[src/rtl/mmio_rr_pkg.sv]
package mmio_rr_pkg;

    localparam int REG_W    = 32;
    localparam int ADDR_W   = 40;
    localparam int GRAN_W   = 16;
    localparam int PAGE_W   = ADDR_W - GRAN_W;
    localparam int PAGE_LSB = REG_W - PAGE_W;
    localparam int NODE_W   = 3;
    localparam int LINK_W   = 2;

    localparam logic [LINK_W-1:0] LINK_RSVD = '1;

    typedef enum logic [0:0] {
        CFG_IDLE = 1'b0,
        CFG_RESP = 1'b1
    } cfg_state_e;

    typedef struct packed {
        logic [PAGE_W-1:0] page;
        logic              lock;
        logic              cpu_excl;
        logic              wr_en;
        logic              rd_en;
    } lo_word_t;

    typedef struct packed {
        logic [PAGE_W-1:0] page;
        logic              nonposted;
        logic [LINK_W-1:0] link;
        logic [NODE_W-1:0] node;
    } hi_word_t;

    function automatic lo_word_t make_lo(input logic [REG_W-1:0] w);
        lo_word_t r;
        r.page     = w[PAGE_LSB +: PAGE_W];
        r.lock     = w[3];
        r.cpu_excl = w[2];
        r.wr_en    = w[1];
        r.rd_en    = w[0];
        return r;
    endfunction

    function automatic hi_word_t make_hi(input logic [REG_W-1:0] w);
        hi_word_t r;
        r.page      = w[PAGE_LSB +: PAGE_W];
        r.nonposted = w[7];
        r.link      = w[5:4];
        r.node      = w[2:0];
        return r;
    endfunction

    function automatic logic [REG_W-1:0] lo_to_word(input lo_word_t v);
        logic [REG_W-1:0] w;
        w = '0;
        w[PAGE_LSB +: PAGE_W] = v.page;
        w[3] = v.lock;
        w[2] = v.cpu_excl;
        w[1] = v.wr_en;
        w[0] = v.rd_en;
        return w;
    endfunction

    function automatic logic [REG_W-1:0] hi_to_word(input hi_word_t v);
        logic [REG_W-1:0] w;
        w = '0;
        w[PAGE_LSB +: PAGE_W] = v.page;
        w[7]   = v.nonposted;
        w[5:4] = v.link;
        w[2:0] = v.node;
        return w;
    endfunction

endpackage

[src/rtl/mmio_rr_regs.sv]
module mmio_rr_regs
    import mmio_rr_pkg::*;
#(
    parameter int NUM_WIN = 8,
    localparam int IDX_W  = $clog2(NUM_WIN)
) (
    input  logic                     clk,
    input  logic                     rst_n,
    input  logic                     cfg_req,
    input  logic                     cfg_wr,
    input  logic                     cfg_lim,
    input  logic [IDX_W-1:0]         cfg_idx,
    input  logic [REG_W-1:0]         cfg_wdata,
    output logic                     cfg_ack,
    output logic                     cfg_err,
    output logic [REG_W-1:0]         cfg_rdata,
    output lo_word_t [NUM_WIN-1:0]   lo_o,
    output hi_word_t [NUM_WIN-1:0]   hi_o
);

    cfg_state_e state_q, state_d;
    lo_word_t [NUM_WIN-1:0] lo_q;
    hi_word_t [NUM_WIN-1:0] hi_q;
    logic [IDX_W-1:0] sel_idx_q;
    logic             sel_lim_q;
    logic             err_q;
    logic             accept;
    logic             tgt_locked;
    logic             do_write;
    logic [NUM_WIN-1:0] lock_vec;
    logic             unused_rsvd;

    assign unused_rsvd = ^{cfg_wdata[6], cfg_wdata[PAGE_LSB-1:7]};

    assign accept     = (state_q == CFG_IDLE) && cfg_req;
    assign tgt_locked = lo_q[cfg_idx].lock;
    assign do_write   = accept && cfg_wr && !tgt_locked;

    // state register
    always_ff @(posedge clk or negedge rst_n) begin
        if (!rst_n) state_q <= CFG_IDLE;
        else        state_q <= state_d;
    end

    // transitions
    always_comb begin
        state_d = state_q;
        unique case (state_q)
            CFG_IDLE: if (cfg_req) state_d = CFG_RESP;
            CFG_RESP: state_d = CFG_IDLE;
        endcase
    end

    // storage and captured access attributes
    always_ff @(posedge clk or negedge rst_n) begin
        if (!rst_n) begin
            lo_q      <= '0;
            hi_q      <= '0;
            sel_idx_q <= '0;
            sel_lim_q <= 1'b0;
            err_q     <= 1'b0;
        end else begin
            if (accept) begin
                sel_idx_q <= cfg_idx;
                sel_lim_q <= cfg_lim;
            end
            err_q <= accept && cfg_wr && tgt_locked;
            if (do_write) begin
                if (cfg_lim) hi_q[cfg_idx] <= make_hi(cfg_wdata);
                else         lo_q[cfg_idx] <= make_lo(cfg_wdata);
            end
        end
    end

    // outputs
    always_comb begin
        cfg_ack   = 1'b0;
        cfg_err   = 1'b0;
        cfg_rdata = '0;
        unique case (state_q)
            CFG_IDLE: ;
            CFG_RESP: begin
                cfg_ack   = 1'b1;
                cfg_err   = err_q;
                cfg_rdata = sel_lim_q ? hi_to_word(hi_q[sel_idx_q])
                                      : lo_to_word(lo_q[sel_idx_q]);
            end
        endcase
    end

    assign lo_o = lo_q;
    assign hi_o = hi_q;

    for (genvar g = 0; g < NUM_WIN; g++) begin : g_lockv
        assign lock_vec[g] = lo_q[g].lock;
    end

    assert_ack_single_R2: assert property (@(posedge clk) disable iff (!rst_n)
        cfg_ack |=> !cfg_ack);

    assert_err_needs_ack_R5: assert property (@(posedge clk) disable iff (!rst_n)
        cfg_err |-> cfg_ack);

    assert_lock_sticky_R4: assert property (@(posedge clk) disable iff (!rst_n)
        ((~lock_vec & $past(lock_vec)) == '0));

    for (genvar g = 0; g < NUM_WIN; g++) begin : g_frozen
        assert_locked_frozen_R4: assert property (@(posedge clk) disable iff (!rst_n)
            $past(lock_vec[g]) |-> ($stable(lo_q[g]) && $stable(hi_q[g])));
    end

endmodule

[src/rtl/mmio_rr_window.sv]
module mmio_rr_window
    import mmio_rr_pkg::*;
(
    input  logic              clk,
    input  logic              rst_n,
    input  lo_word_t          lo,
    input  hi_word_t          hi,
    input  logic [PAGE_W-1:0] page,
    input  logic              is_write,
    input  logic              is_cpu,
    output logic              claim
);

    logic in_range;
    logic dir_ok;
    logic origin_ok;
    logic link_ok;

    always_comb begin
        in_range  = (page >= lo.page) && (page <= hi.page);
        dir_ok    = is_write ? lo.wr_en : lo.rd_en;
        origin_ok = !(is_cpu && lo.cpu_excl);
        link_ok   = (hi.link != LINK_RSVD);
        claim     = in_range && dir_ok && origin_ok && link_ok;
    end

    assert_rsvd_link_R9: assert property (@(posedge clk) disable iff (!rst_n)
        (hi.link == LINK_RSVD) |-> !claim);

    assert_cpu_hidden_R8: assert property (@(posedge clk) disable iff (!rst_n)
        (is_cpu && lo.cpu_excl) |-> !claim);

endmodule

[src/rtl/mmio_rr_prio.sv]
module mmio_rr_prio #(
    parameter int NUM_WIN = 8,
    localparam int IDX_W  = $clog2(NUM_WIN)
) (
    input  logic               clk,
    input  logic               rst_n,
    input  logic [NUM_WIN-1:0] req,
    output logic [NUM_WIN-1:0] grant,
    output logic [IDX_W-1:0]   idx,
    output logic               any
);

    always_comb begin
        grant = '0;
        idx   = '0;
        any   = 1'b0;
        for (int i = NUM_WIN - 1; i >= 0; i--) begin
            if (req[i]) begin
                grant = '0;
                grant[i] = 1'b1;
                idx   = IDX_W'(i);
                any   = 1'b1;
            end
        end
    end

    assert_single_winner_R10: assert property (@(posedge clk) disable iff (!rst_n)
        $onehot0(grant) && ((grant != '0) == (req != '0)));

    assert_winner_requested_R10: assert property (@(posedge clk) disable iff (!rst_n)
        any |-> req[idx]);

endmodule

[src/rtl/mmio_range_router.sv]
module mmio_range_router
    import mmio_rr_pkg::*;
#(
    parameter int NUM_WIN = 8,
    localparam int IDX_W  = $clog2(NUM_WIN)
) (
    input  logic              clk,
    input  logic              rst_n,
    input  logic              cfg_req,
    input  logic              cfg_wr,
    input  logic              cfg_lim,
    input  logic [IDX_W-1:0]  cfg_idx,
    input  logic [REG_W-1:0]  cfg_wdata,
    output logic              cfg_ack,
    output logic              cfg_err,
    output logic [REG_W-1:0]  cfg_rdata,
    input  logic              dec_valid,
    input  logic [ADDR_W-1:0] dec_addr,
    input  logic              dec_write,
    input  logic              dec_cpu,
    output logic              rt_valid,
    output logic              rt_hit,
    output logic [IDX_W-1:0]  rt_index,
    output logic [NODE_W-1:0] rt_node,
    output logic [LINK_W-1:0] rt_link,
    output logic              rt_nonposted
);

    lo_word_t [NUM_WIN-1:0] lo_w;
    hi_word_t [NUM_WIN-1:0] hi_w;
    logic [NUM_WIN-1:0]     claims;
    logic [NUM_WIN-1:0]     grant;
    logic [IDX_W-1:0]       win_idx;
    logic                   win_any;
    logic [PAGE_W-1:0]      req_page;
    logic                   unused_offset;
    hi_word_t               win_hi;

    assign req_page      = dec_addr[ADDR_W-1:GRAN_W];
    assign unused_offset = ^dec_addr[GRAN_W-1:0];

    mmio_rr_regs #(.NUM_WIN(NUM_WIN)) u_regs (
        .clk       (clk),
        .rst_n     (rst_n),
        .cfg_req   (cfg_req),
        .cfg_wr    (cfg_wr),
        .cfg_lim   (cfg_lim),
        .cfg_idx   (cfg_idx),
        .cfg_wdata (cfg_wdata),
        .cfg_ack   (cfg_ack),
        .cfg_err   (cfg_err),
        .cfg_rdata (cfg_rdata),
        .lo_o      (lo_w),
        .hi_o      (hi_w)
    );

    for (genvar g = 0; g < NUM_WIN; g++) begin : g_win
        mmio_rr_window u_win (
            .clk      (clk),
            .rst_n    (rst_n),
            .lo       (lo_w[g]),
            .hi       (hi_w[g]),
            .page     (req_page),
            .is_write (dec_write),
            .is_cpu   (dec_cpu),
            .claim    (claims[g])
        );
    end

    mmio_rr_prio #(.NUM_WIN(NUM_WIN)) u_prio (
        .clk   (clk),
        .rst_n (rst_n),
        .req   (claims),
        .grant (grant),
        .idx   (win_idx),
        .any   (win_any)
    );

    assign win_hi = hi_w[win_idx];

    always_ff @(posedge clk or negedge rst_n) begin
        if (!rst_n) begin
            rt_valid     <= 1'b0;
            rt_hit       <= 1'b0;
            rt_index     <= '0;
            rt_node      <= '0;
            rt_link      <= '0;
            rt_nonposted <= 1'b0;
        end else begin
            rt_valid <= dec_valid;
            if (dec_valid && win_any) begin
                rt_hit       <= 1'b1;
                rt_index     <= win_idx;
                rt_node      <= win_hi.node;
                rt_link      <= win_hi.link;
                rt_nonposted <= dec_write && dec_cpu && win_hi.nonposted;
            end else begin
                rt_hit       <= 1'b0;
                rt_index     <= '0;
                rt_node      <= '0;
                rt_link      <= '0;
                rt_nonposted <= 1'b0;
            end
        end
    end

    assert_result_follows_R12: assert property (@(posedge clk) disable iff (!rst_n)
        dec_valid |=> rt_valid);

    assert_hit_needs_valid_R12: assert property (@(posedge clk) disable iff (!rst_n)
        rt_hit |-> rt_valid);

    assert_np_only_on_hit_R11: assert property (@(posedge clk) disable iff (!rst_n)
        rt_nonposted |-> (rt_hit && rt_link != LINK_RSVD));

    assert_np_cpu_write_R11: assert property (@(posedge clk) disable iff (!rst_n)
        (dec_valid && !(dec_write && dec_cpu)) |=> !rt_nonposted);

endmodule

[config.mk]
export PLATFORM = sky130hd
export DESIGN_NAME = mmio_range_router
export DESIGN_NICKNAME = d
export VERILOG_FILES = /design/src/rtl/mmio_rr_pkg.sv /design/src/rtl/mmio_rr_regs.sv /design/src/rtl/mmio_rr_window.sv /design/src/rtl/mmio_rr_prio.sv /design/src/rtl/mmio_range_router.sv
export SDC_FILE = /design/constraint.sdc
export NUM_CORES = 1
export LEC_CHECK = 0
export CAP_MARGIN = 20
export CELL_PAD_IN_SITES_DETAIL_PLACEMENT = 1
export CELL_PAD_IN_SITES_GLOBAL_PLACEMENT = 2
export CORE_MARGIN = 2
export CORE_UTILIZATION = 46
export CTS_CLUSTER_SIZE = 28
export DETAILED_ROUTE_END_ITERATION = 10
export HOLD_SLACK_MARGIN = 0.03
export PLACE_DENSITY_LB_ADDON = 0.05
export SLEW_MARGIN = 20
export SYNTH_ARGS = -nofsm -noshare
export SYNTH_HDL_FRONTEND = slang
export SYNTH_HIERARCHICAL = 1
export SYNTH_SLANG_ARGS = --single-unit
[constraint.sdc]
create_clock -name clk -period 7.9 [get_ports clk]
set_input_delay 1.185 -clock clk [delete_from_list [all_inputs] [get_ports clk]]
set_output_delay 1.185 -clock clk [all_outputs]
set_load 0.005 [all_outputs]
* Word level (Yosys, flattened, before mapping) *
Index checks and enable logic that the tools add are counted.

word-level totals
  register bits after elaboration = 481
  bits in latches = 0
  RAM bits = 0
  ROM bits = 0
  input bits = 83
  output and inout port bits = 45
  logic and storage cells = 220
  memories = 0

operators by class
  $add $sub $neg = 0
  multiply operators = 0
  div/mod/pow operators = 0
  order comparisons = 20
  equal/unequal tests = 8
  shift operators = 0
  mux-type cells = 49
  bitwise gates (word level) = 2
  reductions and logical operators = 59

operators with widths
  kind                count
  $bwmux 240          1
  $bwmux 224          1
  $ge 24x24->1        8
  $le 24x24->1        8
  $bmux 30 s3         2
  $bmux 28 s3         2
  $demux 30 s3        1
  $demux 28 s3        1
  $mux 32             2
  $mux 30             2
  $mux 28             2
  $logic_and 1x1->1   48
  $mux 3              10
  $mux 1              21
  $ne 2x2->1 const B  8
  $lt 3x4->1 const B  3
  $logic_not 1->1     9
  $mux 6              1
  $mux 4              1
  $reduce_and 2->1    2
  $ge 3x1->1 const B  1
  $mux 2              1
  $not 1->1           2
  $pmux 1 s2          1

* Logic depth before layout (Yosys ltp) *
Gate-level depths: netlist (run 1).

  depth after elaboration = 17
  gate-level depth with buffers = 16
  gate-level depth less buffers = 14

* Hierarchy *
Netlist (run 1), hierarchy kept.

modules (own cells, without submodules)
  module                               instances  cells each  area each (um^2)  sequential area each (um^2)
  mmio_rr_regs                         1          1412        21570.7           11761.3
  mmio_rr_window (g_win[1].u_win ...)  7          167         1204.9            0.0
  mmio_rr_window (g_win[0].u_win)      1          166         1207.4            0.0
  mmio_range_router                    1          68          749.5             275.3
  mmio_rr_prio                         1          22          158.9             0.0

* Worst setup path after synthesis (run 1) *
OpenSTA, ideal clock, no wires.

  path type = input to register
  start point = input dec_addr[37]
  end point = register rt_node[1]
  setup time = 0.120 ns
  data arrival time = 3.925 ns
  data required time = 7.780 ns
  path slack = 3.856 ns
  cell stages on the path = 12
  path through = ha_1 > nand4_2 > nor4_2 > nand4_1 > or3_1 > a22oi_1 > nor2_1 > a211oi_1 > and2_1 > buf_1 > a22oi_1 > and3_1

RTL lines
  what                                                 RTL line                 RTL
  start, declared                                      mmio_range_router.sv:18  input logic [ADDR_W-1:0] dec_addr,
  $ge 24x24->1 / $le 24x24->1 (equally long branches)  mmio_rr_window.sv:20     in_range = (page >= lo.page) && (page <= hi.page);
  $logic_and 1x1->1 *                                  mmio_rr_window.sv:20
  $logic_and 1x1->1 * (3 in a row)                     mmio_rr_window.sv:24     claim = in_range && dir_ok && origin_ok && link_ok;
  named net claims[2]                                  mmio_range_router.sv:31  logic [NUM_WIN-1:0] claims;
  $mux 3 * (3 in a row)                                mmio_rr_prio.sv:18       if (req[i]) begin
  named net win_idx[1]                                 mmio_range_router.sv:33  logic [IDX_W-1:0] win_idx;
  $bmux 30 s3 *                                        mmio_range_router.sv:79  assign win_hi = hi_w[win_idx];
  $mux 6 (not written as such) *                       mmio_range_router.sv:79
  $mux 3 *                                             mmio_range_router.sv:91  if (dec_valid && win_any) begin
  end signal, assigned                                 mmio_range_router.sv:94  rt_node <= win_hi.node;
  end, declared                                        mmio_range_router.sv:24  output logic [NODE_W-1:0] rt_node,

The timed path passes the listed nets; every way through them passes the cells marked *. The select of a mux whose other input is x is not followed.
A chain may end at the register's enable or synchronous reset.

* Worst setup path in the final report (run 1) *
  start point = input dec_addr[31]
  end point = register rt_node[1]

The elaborated chain is that of the path after synthesis.

==> results of run 1 <==
==> how the worst min path moves through the flow <==
stage	start	to	slack [ps]	depth (start not counted)
final	u_regs/hi_o[1]	u_regs/hi_o[1]	520	1
after detailed placement	u_regs/lo_o[22]	u_regs/lo_o[22]	510	1
after floorplan	u_regs/lo_o[199]	u_regs/lo_o[199]	470	1
after CTS	u_regs/lo_o[20]	u_regs/lo_o[20]	520	1
after global placement	u_regs/lo_o[22]	u_regs/lo_o[22]	490	1
after global routing	u_regs/lo_o[117]	u_regs/lo_o[117]	550	1
==> sequential cells by signal, indices dropped and copies added, names as in the netlist <==
signal,cells
u_regs/hi_o,240
u_regs/lo_o,224
rt_index,3
rt_node,3
u_regs/sel_idx_q,3
rt_link,2
rt_hit,1
rt_nonposted,1
rt_valid,1
u_regs/err_q,1
u_regs/sel_lim_q,1
u_regs/state_q,1
==> stage by stage <==
step,util (%),std cells,area (sq um)
after floorplan,-,2828,32100
after global routing,52.4,3897,36100
final,52.4,3898,36100
after detailed placement,49.6,3794,34200
after CTS,52.4,3897,36100
after global placement,49.6,3794,34200
==> power groups by stage <==
stage                     Combinational, mW  Clock, mW  Sequential (mW)
after floorplan                        1.55          0             3.05
after global placement                 2.22          0             3.15
after detailed placement               2.30          0             3.18
after CTS                              2.33       2.80             3.14
after global routing                   2.56       2.89             3.20
final                                  2.33       2.74             3.15
==> per-layer routing <==
layer	vias up	wire length [um]	track usage [%]
li1	10500	-	-
met1	12400	51400	45.7
met2	555	51000	50.0
met3	141	6710	4.29
met4	8	2420	7.07
met5	-	41	0
==> final cells by class <==
class                           count  share of cell area (%)
Timing Repair Buffer              165                    4.31
Antenna cell                        1                 0.00694
Sequential cell                   481                    33.4
Clock inverter                     22                   0.669
Multi-Input combinational cell   1833                    49.8
Clock buffer                       81                    4.63
Tap cell                          931                    3.23
Inverter                          384                    4.00
==> worst max-delay path, stage by stage <==
cell	delay, ps
sky130_fd_sc_hd__clkdlybuf4s50_1	820
sky130_fd_sc_hd__ha_1	560
sky130_fd_sc_hd__nand4_1	150
sky130_fd_sc_hd__nor3_1	680
sky130_fd_sc_hd__a221oi_1	390
sky130_fd_sc_hd__nand3_1	300
sky130_fd_sc_hd__nand3_1	110
sky130_fd_sc_hd__a22oi_1	470
sky130_fd_sc_hd__nor2_1	130
sky130_fd_sc_hd__a211oi_1	690
sky130_fd_sc_hd__nor2b_1	580
sky130_fd_sc_hd__a22oi_1	150
sky130_fd_sc_hd__and3_1	220
==> placed cells by master, fill, tap and decap left out, types with 12 or more instances in the layout <==
master                            instances
sky130_fd_sc_hd__a21oi_1                129
sky130_fd_sc_hd__o21ai_0                 43
sky130_fd_sc_hd__buf_4                   53
sky130_fd_sc_hd__o22ai_1                 48
sky130_fd_sc_hd__nand4_1                 59
sky130_fd_sc_hd__a21o_1                  50
sky130_fd_sc_hd__o31ai_1                 24
sky130_fd_sc_hd__a211oi_1                13
sky130_fd_sc_hd__a22oi_1                 42
sky130_fd_sc_hd__mux2_2                 534
sky130_fd_sc_hd__dfrtp_1                479
sky130_fd_sc_hd__nand2b_1                13
sky130_fd_sc_hd__clkdlybuf4s50_1        108
sky130_fd_sc_hd__nor2_1                  47
sky130_fd_sc_hd__ha_1                   384
sky130_fd_sc_hd__nand2_1                 81
sky130_fd_sc_hd__inv_1                  384
sky130_fd_sc_hd__a221oi_1                23
sky130_fd_sc_hd__mux2i_1                 41
sky130_fd_sc_hd__o211ai_1                23
sky130_fd_sc_hd__nand3_1                 50
sky130_fd_sc_hd__clkinv_2                15
sky130_fd_sc_hd__clkbuf_16               59
sky130_fd_sc_hd__mux2_4                  20
sky130_fd_sc_hd__nor4_2                  12
sky130_fd_sc_hd__mux4_2                  65
==> results list, run 1 <==
* Post-layout power: between 8 and 9 mW
* Worst hold margin: around 520 ps
* Die width: 268 um
- Total number of H-tree levels: 2
- CTS clk-pin slew, worst paths: 60 ps
* RSZ-0062 raised after global routing: false
- TritonCTS built the clock tree.
- Max clock buf depth: 3
- The first routing iteration left 1758 violations.
* Final weighted congestion in routability-driven placement: 0.892
* Sequential fraction of design power: 38.3%
- Number of core rows: 96
- Ratio of routed vias to standard cells: between 6 and 7
* Gr ovfl total: 0
- Post-Syn Instances: between 2000 and 3000
* Detailed placer's ending HPWL: just under 80 mm
- Multi-input gate area: ~18000 sq um
* Net switching power: around 2.7 mW
- After clock tree synthesis, the flow added hold-fix buffers numbering 0.
- In this run the cell area of the synthesized design comes to 32100 sq um.
- In this run the register-to-register setup slack is approximately 3100 ps.
- Max-cap violations in this run came to 0.
- Clock latency on the worst-skew pair: between 600 and 700 ps
- The internal power of the cells totals about 5.5 mW.
- The critical path in this run is classified as input port to register.
- Setup ws final: slightly below 2000 ps
- Number of fill cells: between 7000 and 8000
- Across the routed clock network, the largest skew measured is 27.1 ps.
- At the pin with the least slew margin, the transition time is a little over 1000 ps.
- The die is between 200 and 300 um tall.
- In this run the clock root is driven by a sky130_fd_sc_hd__clkbuf_16.
- Number of cell instances on the worst register-to-register path: 15
- Worst setup path start: dec_addr[31]
- Once the clock tree was built, the resizer swapped 0 gates to a different size.
- Arrival @ worst endpoint: 6450 ps
* Die area: around 70000 sq um
* Total GRT Usage: a little under a third
* Post-layout nets: between 3000 and 4000
- Register cell area after layout: ~12000 sq um
- Combinational logic burns about 28% of the power.
- The number of slew-limit violations in the final report is 0.
- Clk sinks: 481
* Average size of a mapped cell: roughly 11 sq um
- Total of endpoints with negative setup slack in the final report: 0
- Entering global routing, the biggest net connects 158 pins.
- Share of cells above drive strength 1: 27.3%
- Run status: complete, no violations
* Final critical delay including setup and external delays: ~5900 ps
* Final worst-path cycle share: 75.2%
* FMAX: about 0.17 GHz
- Once the clock tree was built, the setup fixing pass inserted 0 buffers.
* Yosys warning count: 6
- VDD sags by at most 184 uV.
- Dividing the detail-routed wire length by the instance count gives 28.6 um.
- Once detail routing completed, the nets flagged for antenna violations numbered 0.
- Before antenna repair, the detailed router went through 7 iterations.
- Final total negative setup slack: 0 ps
- Headroom to the max-slew limit came out at 31.3%.
- Type of element launching the critical path: input port
- After detailed routing, the total wire length is around 110 mm.
* Number of buffers added on ports: roughly 110
- Number of hold violations in the final report: 0
- Along the worst path, the maximum fanout reaches 9.
- At the worst endpoint, the required time is 8410 ps.
* Layout-stage area growth over the synthesis result: 12.5%
- Critical R2R Capture: rt_node[1]
- In this run, CTS created clock tree buffers numbering 58.
- The number of antenna violations at the first check in global routing is 7.
- The critical path ends at rt_node[1].
* Via count of the routed design: between 20000 and 25000
- Power per Cell Area: approximately 230 nW/um^2
- Via count of the first global-routing pass: 25200
- Number of ports placed on the die boundary: roughly 130
* Worst Hold Class: register to register
* Core area: 68800 sq um
- DRC violation count after routing: 0
* Launching point of the worst reg2reg path: u_regs/lo_o[177]
- Critical path endpoint category: register
- Post-Place Setup Slack: between 1000 and 1500 ps
* Post-synth net total: around 3300
- Summed over all cells, the static leakage comes to ~17 nW.
- Net Sw Frac: around 33%
- Clock Power Share: 33.3%
* Initial core utilization: 46.6%
- The first global-routing pass estimated between 150 and 200 mm of wire.
(Power assumes the default switching activity.)
==> inputs of run 2 (changes only) <==
Settings changed: CORE_UTILIZATION 46 to 43.
Clock period 7.9 ns to 5.9 ns, I/O delays scaled along.
==> run 2 against run 1 <==
Cell area rose by 1.8%; wire length grew 3.4%; final cell count rose by 2.4%; sequential share of layout area shrank 0.59 points; register-to-register slack worse by 1500 ps.
==> results list, run 2 (synthesis gave the netlist of run 1 again) <==
* Post-Place Setup Slack: 486 ps (was 1400 ps)
- The clock slew at the register clock pins of the worst setup and hold paths was 60 ps (about the same).
- The row count came to 100 (was 96).
* Final weighted congestion in routability-driven placement: 0.910 (was 0.892)
- In the finished design, the share of the clock period the worst path needs comes to 83.7%.
* DR WL/cell: 28.9 um (was 28.6 um)
- The fraction of power spent switching nets came to 32.3% (was 32.8%).
- Overall routed net length: 115 mm (was 112 mm)
- Launching point of the worst reg2reg path: u_regs/lo_o[37] (was u_regs/lo_o[177])
* Final total negative setup slack: 0 ps (unchanged)
* Worst Hold Class: input port to async pin (was register to register)
- RSZ-0062 raised after global routing: false (unchanged)
* Share of cells above drive strength 1: 28.7% (was 27.3%)
- The global-route total usage across every layer came to 30.0% (was 31.5%).
- Sequential fraction of design power: 37.0% (was 38.3%)
- The number of antenna violations at the first check in global routing is 8 (was 7).
- Arrival @ worst endpoint: 5440 ps (was 6450 ps)
* Total number of H-tree levels: 2 (unchanged)
* Worst rel slew slack: 30.1% (was 31.3%)
- Critical path endpoint category: register (unchanged)
- Register cell area after layout: 12000 sq um (unchanged)
- Largest fanout of any net on the critical path: 16 (was 9)
* First-pass detailed-route iteration total: 5 (was 7)
* Number of buffers added by the clock tree synthesis step: 59 (was 58)
- The routed via count divided by cell count is 5.94 (was 6.04).
- Finished Core Util: 49.6% (was 52.4%)
- The flip-flop count of the largest register, all copies and words added was 240 (unchanged).
- Number of fill cells: 7790 (was 7201)
* Maximum number of pins on one net before global-route repair: 157 (was 158)
* Clk sinks: 481 (unchanged)
* Net switching power: 3.69 mW (was 2.70 mW)
- Die area: 76800 sq um (was 71800 sq um)
- Detail Route Antenna Nets: 0 (unchanged)
- The slack of the worst reg-to-reg path came to 1590 ps (was 3110 ps).
* FMAX: ~0.20 GHz
- Iteration-0 DRC count of the detailed router: 1518 (was 1758)
* Count of hold buffers inserted by post-cts repair: 0 (unchanged)
- Worst path required time: 6400 ps (was 8410 ps)
- Highest ir drop seen on vdd: 212 uV (was 184 uV)
- The smallest clock period supported by the final layout is computed as between 4000 and 5000 ps.
- Clock tree root buffer cell: sky130_fd_sc_hd__clkbuf_16 (unchanged)
- The power per cell area is 311 nW/um^2 (was 228 nW/um^2).
* DRC violation count after routing: 0 (unchanged)
- The number of global-route vias before repair is 25800 (was 25200).
- Resize count post-CTS: 0 (unchanged)
- The via count is 23700 (was 23500).
* Number of antenna cells inserted: 0 (was 1)
* Initial core utilization: 43.3% (was 46.6%)
- TritonCTS clock tree: done (unchanged)
- The internal power is 7.74 mW (was 5.52 mW).
- Most frequent cells in the layout: sky130_fd_sc_hd__mux2_2 (534), sky130_fd_sc_hd__dfrtp_1 (479), sky130_fd_sc_hd__inv_1 (384), sky130_fd_sc_hd__ha_1 (384), sky130_fd_sc_hd__a21oi_1 (129) (unchanged).
- Post-layout nets: 3443 (was 3390)
* Cell Count Post-Placement: 3884 (was 3794)
- Worst clock skew: 29.5 ps (was 27.1 ps)
- Max Transition Viols Final: 0 (unchanged)
* Floorplan die height: 277 um (was 268 um)
- The core footprint came to 74100 sq um (was 68800 sq um).
- Number of ports placed on the die boundary: 128 (unchanged)
- The hold violation total from the final report came to 0 (unchanged).
- Worst setup path start: dec_addr[21] (was dec_addr[31])
- Run status: complete, no violations (unchanged).
- The measured slew at the worst slew-check pin is 1040 ps (was 1030 ps).
- The wire length of the first global-routing pass was 171 mm (was 166 mm).
* Max cap viols: 0 (unchanged)
- Gr ovfl total: 0 (unchanged)
* Combinational power share: 28.3% (was 28.4%)
* Commonest non-fill, non-tap cell in the layout: sky130_fd_sc_hd__mux2_2 (unchanged)
- The detailed placement HPWL came to 82.8 mm (was 78.4 mm).
- The horizontal die dimension came to 277 um (was 268 um).
- The relative area change from synthesis to final layout is 14.6% (was 12.5%).
* Clock latency on the worst-skew pair: 630 ps (about the same)
* Max clock buf depth: 3 (unchanged)
- The area occupied by multi-input gates came to 18000 sq um (about the same).
- Startpoint-to-endpoint class of the critical path: input port to register (unchanged)
- Type of element launching the critical path: input port (unchanged)
* Clock Power Share: 34.8% (was 33.3%)
* Total of endpoints with negative setup slack in the final report: 0 (unchanged)
- Number of buffers added on ports: 109 (unchanged)
* Leakage Power: 16.9 nW (was 16.6 nW)
* Setup ws final: 962 ps (was 1960 ps)
- The power after layout was 11.4 mW (was 8.22 mW).
- The number of standard cells in the final layout excluding fillers came to 3993 (was 3898).
- Post-CTS setup repair buffer count: 0 (unchanged)
## run 2: per-layer routing
layer	vias up	GRT usage, %	routed length [um]
met1	12400	41.6	52600
met3	192	5.64	6690
met4	10	10.8	4550
li1	10600	-	-
met2	573	46.9	51400
met5	-	0	69
## run 2: worst paths after layout
path                               endpoint  cells past startpoint
max reg2reg                      rt_node[2]                     15
max in group asynchronous  u_regs/lo_o[146]                      2
min                        u_regs/lo_o[189]                      1
min reg2reg                u_regs/hi_o[227]                      1
min in group clk           u_regs/hi_o[227]                      1
max                              rt_node[2]                     16
## run 2: critical path, stage by stage
cell and delay [ps]:
sky130_fd_sc_hd__clkdlybuf4s50_1 460, sky130_fd_sc_hd__buf_4 290, sky130_fd_sc_hd__ha_1 320, sky130_fd_sc_hd__a21oi_1 280
sky130_fd_sc_hd__o21ai_0 270, sky130_fd_sc_hd__a221oi_1 430, sky130_fd_sc_hd__buf_4 210, sky130_fd_sc_hd__nand3_1 80
sky130_fd_sc_hd__buf_4 170, sky130_fd_sc_hd__nand3_1 90, sky130_fd_sc_hd__a22oi_1 140, sky130_fd_sc_hd__nor4_4 300
sky130_fd_sc_hd__a21boi_1 480, sky130_fd_sc_hd__nor2b_1 610, sky130_fd_sc_hd__a22oi_1 180, sky130_fd_sc_hd__and3_1 230
## run 2: metrics by stage
step / area, sq um / hold WS [ps]
after floorplan: 32100 / 467
after global placement: 34600 / 494
after detailed placement: 34600 / 512
after CTS: 36700 / 242
after global routing: 36700 / 265
final: 36700 / 245
## run 2: cell type report
cell class	count	area share, %
clock buffers	88	4.84
inverters	384	3.92
repair buffers	217	5.33
flip-flops and latches	481	32.8
well taps	969	3.30
multi-input cells	1833	48.9
clock inverters	21	0.899
## run 2: power groups by stage
stage                     Combinational [mW]  Sequential, mW  Clock [mW]
after floorplan                         2.08            4.09           0
after global placement                  3.08            4.24           0
after detailed placement                3.20            4.28           0
after CTS                               3.23            4.23        4.06
after global routing                    3.53            4.31        4.19
final                                   3.23            4.23        3.97
==> inputs of run 3 (changes only) <==
Clock period 5.9 ns to 5.1 ns, I/O delays scaled along.
==> run 3 against run 2 <==
Cell area up 0.22%; setup slack worse by 550 ps; via count down 1.2%; highest routed layer unchanged.
==> results list, run 3 (synthesis gave the netlist of run 1 again) <==
- The hold violation total from the final report is 0 (unchanged).
- Run status: complete, no violations (unchanged)
* Type of element launching the critical path: register (was input port)
- Clock latency on the worst-skew pair: 640 ps (was 630 ps)
- The slack of the worst reg-to-reg path came to 1010 ps (was 1590 ps).
* Setup ws final: 408 ps (was 962 ps)
- The global-route total usage across every layer is 29.9% (was 30.0%).
- The count of hold buffers inserted by post-cts repair was 0 (unchanged).
* First-pass detailed-route iteration total: 5 (unchanged)
- Largest fanout of any net on the critical path: 15 (was 16)
* Number of ports placed on the die boundary: 128 (unchanged)
- Cell class contributing the biggest share of worst-path delay: buffers and inverters (was compound AO/OA/AOI/OAI gates)
- Max cap viols: 0 (unchanged)
* Detail Route Antenna Nets: 0 (unchanged)
- The pre-CTS setup slack came to -65.5 ps (was 486 ps).
- Worst Hold Class: input port to async pin (unchanged)
* Highest ir drop seen on vdd: 273 uV (was 212 uV)
- The wire length per cell after detailed routing was 28.5 um (was 28.9 um).
- The clock slew at the register clock pins of the worst setup and hold paths is 60 ps (about the same).
- The number of buffers created by CTS is 58 (was 59).
- The capturing element type of the critical path is an output port (was register).
* Resize count post-CTS: 0 (unchanged)
* Die area: 76800 sq um (unchanged)
- The number of slew-limit violations in the final report came to 0 (unchanged).
- The placed cell area came to 34900 sq um (was 34600 sq um).
- The library cell used as clock root buffer is sky130_fd_sc_hd__clkbuf_16 (unchanged).
- Worst hold margin: 180 ps (was 245 ps)
- Max reg flops: 240 (unchanged)
* Die width: 277 um (unchanged)
* Number of buffers added on ports: 109 (unchanged)
- Power per Cell Area: 350 nW/um^2 (was 311 nW/um^2)
* Antenna violations before repair: 6 (was 8)
* Post-layout nets: 3458 (was 3443)
- Total buffers and inverters traversed by the critical path: 2 (was 4)
- Non-Filler Instances: 4006 (was 3993)
- The instance count after placement with tap cells included is 3900 (was 3884).
- The required time at the endpoint of the critical path came to 4340 ps (was 6400 ps).
- Most frequent cells in the layout: sky130_fd_sc_hd__mux2_2 (534), sky130_fd_sc_hd__dfrtp_1 (479), sky130_fd_sc_hd__inv_1 (384), sky130_fd_sc_hd__ha_1 (384), sky130_fd_sc_hd__a21oi_1 (129) (unchanged).
- The total leakage power is 16.9 nW (about the same).
- Total of endpoints with negative setup slack in the final report: 0 (unchanged)
- Iteration-0 DRC count of the detailed router: 1494 (was 1518)
- Number of core rows: 100 (unchanged)
- Global-route wire length before repair: 171 mm (about the same)
- Finished Cell Area: 36800 sq um (was 36700 sq um)
* Share of cells above drive strength 1: 28.9% (was 28.7%)
- Core area: 74100 sq um (unchanged)
- Commonest non-fill, non-tap cell in the layout: sky130_fd_sc_hd__mux2_2 (unchanged)
- The height of the chip was 277 um (unchanged).
- Final worst-path cycle share: 92.0%
- The total wire length after detailed routing came to 114 mm (was 115 mm).
* Initial core utilization: 43.3% (unchanged)
- FMAX: approximately 0.21 GHz
- Max clock buf depth: 3 (unchanged)
- Detailed placer's ending HPWL: 83.1 mm (was 82.8 mm)
- Worst path cell trace: or2_2 > buf_4 > o22ai_1 > o31ai_1 > clkdlybuf4s50_1 (was clkdlybuf4s50_1 > buf_4 > ha_1 > a21oi_1 > o21ai_0 > a221oi_1 > buf_4 > nand3_1 > buf_4 > nand3_1 > a22oi_1 > nor4_4 > a21boi_1 > nor2b_1 > a22oi_1 > and3_1)
- Clk sinks: 481 (unchanged)
- Maximum number of pins on one net before global-route repair: 113 (was 157)
- Net switching power: 4.24 mW (was 3.69 mW)
- The global placement routability congestion was 0.916 (was 0.910).
- RSZ-0062 raised after global routing: false (unchanged)
- The max-slew headroom at the worst pin is 25.1% (was 30.1%).
- The fraction of power spent switching nets came to 32.9% (was 32.3%).
* Cell internal power dissipation: 8.65 mW (was 7.74 mW)
- Via count of the routed design: 23400 (was 23700)
- Transition at the pin with the smallest max-transition slack: 1120 ps (was 1040 ps)
* Final critical delay including setup and external delays: ~4700 ps
* TritonCTS clock tree: done (unchanged)
- Ratio of routed vias to standard cells: 5.85 (was 5.94)
- Gr ovfl total: 0 (unchanged)
* Combinational power share: 29.2% (was 28.3%)
* Total number of H-tree levels: 2 (unchanged)
- Layout-stage area growth over the synthesis result: 14.8% (was 14.6%)
- Worst clock skew: 31.9 ps (was 29.5 ps)
- The arrival time of data at the critical path endpoint is 3930 ps (was 5440 ps).
* Master of the slowest instance on the critical path: sky130_fd_sc_hd__dfrtp_1 (was sky130_fd_sc_hd__nor2b_1)
- Startpoint-to-endpoint class of the critical path: register to output port (was input port to register)
- Sequential fraction of design power: 37.9% (was 37.0%)
- Post-CTS setup repair buffer count: 0 (unchanged)
- The critical path's largest stage delay was 890 ps (was 610 ps).
- The clock network fraction of design power was 32.8% (was 34.8%).
* Final total negative setup slack: 0 ps (unchanged)
- The number of global-route vias before repair is 25500 (was 25800).
- DRC violation count after routing: 0 (unchanged)
run 3: cell types whose count changed in the layout (fill, tap and decap cells not counted):
cell,before,now
sky130_fd_sc_hd__clkinv_2,12,10
sky130_fd_sc_hd__clkbuf_1,12,15
sky130_fd_sc_hd__buf_12,4,16
sky130_fd_sc_hd__inv_6,0,1
sky130_fd_sc_hd__clkinv_8,0,1
sky130_fd_sc_hd__bufinv_16,9,4
sky130_fd_sc_hd__clkinvlp_4,0,1
sky130_fd_sc_hd__buf_4,104,108
sky130_fd_sc_hd__diode_2,0,1
sky130_fd_sc_hd__clkbuf_16,61,58
run 3: per-stage QoR:
step / util [%] / total power, mW
after floorplan: - / 7.13
after global placement: 47.1 / 8.52
after detailed placement: 47.1 / 8.69
after CTS: 49.7 / 13.0
after global routing: 49.7 / 13.6
final: 49.7 / 12.9
run 3: cell type report:
type,instances,area [sq um]
Fill cell,7811,37300
Clock inverter,17,203
Clock buffer,88,1710
Sequential cell,481,12000
Inverter,384,1440
Tap cell,969,1210
Multi-Input combinational cell,1833,18000
Antenna cell,1,2.50
Timing Repair Buffer,233,2230
run 3: path summary, 6_finish.rpt:
| check | startpoint | end | cells after the start |
|---|---|---|---|
| hold reg to reg | u_regs/hi_o[1] | u_regs/hi_o[1] | 1 |
| setup reg to reg | u_regs/hi_o[148] | rt_node[1] | 14 |
| max in group asynchronous | rst_n | u_regs/lo_o[124] | 2 |
| setup / recovery | u_regs/sel_idx_q[2] | cfg_rdata[27] | 5 |
| min in group clk | u_regs/hi_o[1] | u_regs/hi_o[1] | 1 |
| hold / removal | rst_n | u_regs/lo_o[217] | 1 |
run 3: metal layers:
| metal | share of wire (%) | track usage, % | vias to the layer above |
|---|---|---|---|
| li1 | - | - | 10600 |
| met1 | 48 | 43.1 | 12200 |
| met2 | 45 | 46.8 | 456 |
| met3 | 4.3 | 3.70 | 160 |
| met4 | 3.1 | 9.11 | 6 |
| met5 | 0.037 | 0 | - |
run 3: power by group through the flow:
stage	combinational, mW	clock (mW)	sequential (mW)
after global placement	3.62	0	4.90
after global routing	4.14	4.49	4.98
after floorplan	2.40	0	4.73
final	3.77	4.24	4.89
after CTS	3.77	4.34	4.89
after detailed placement	3.74	0	4.95
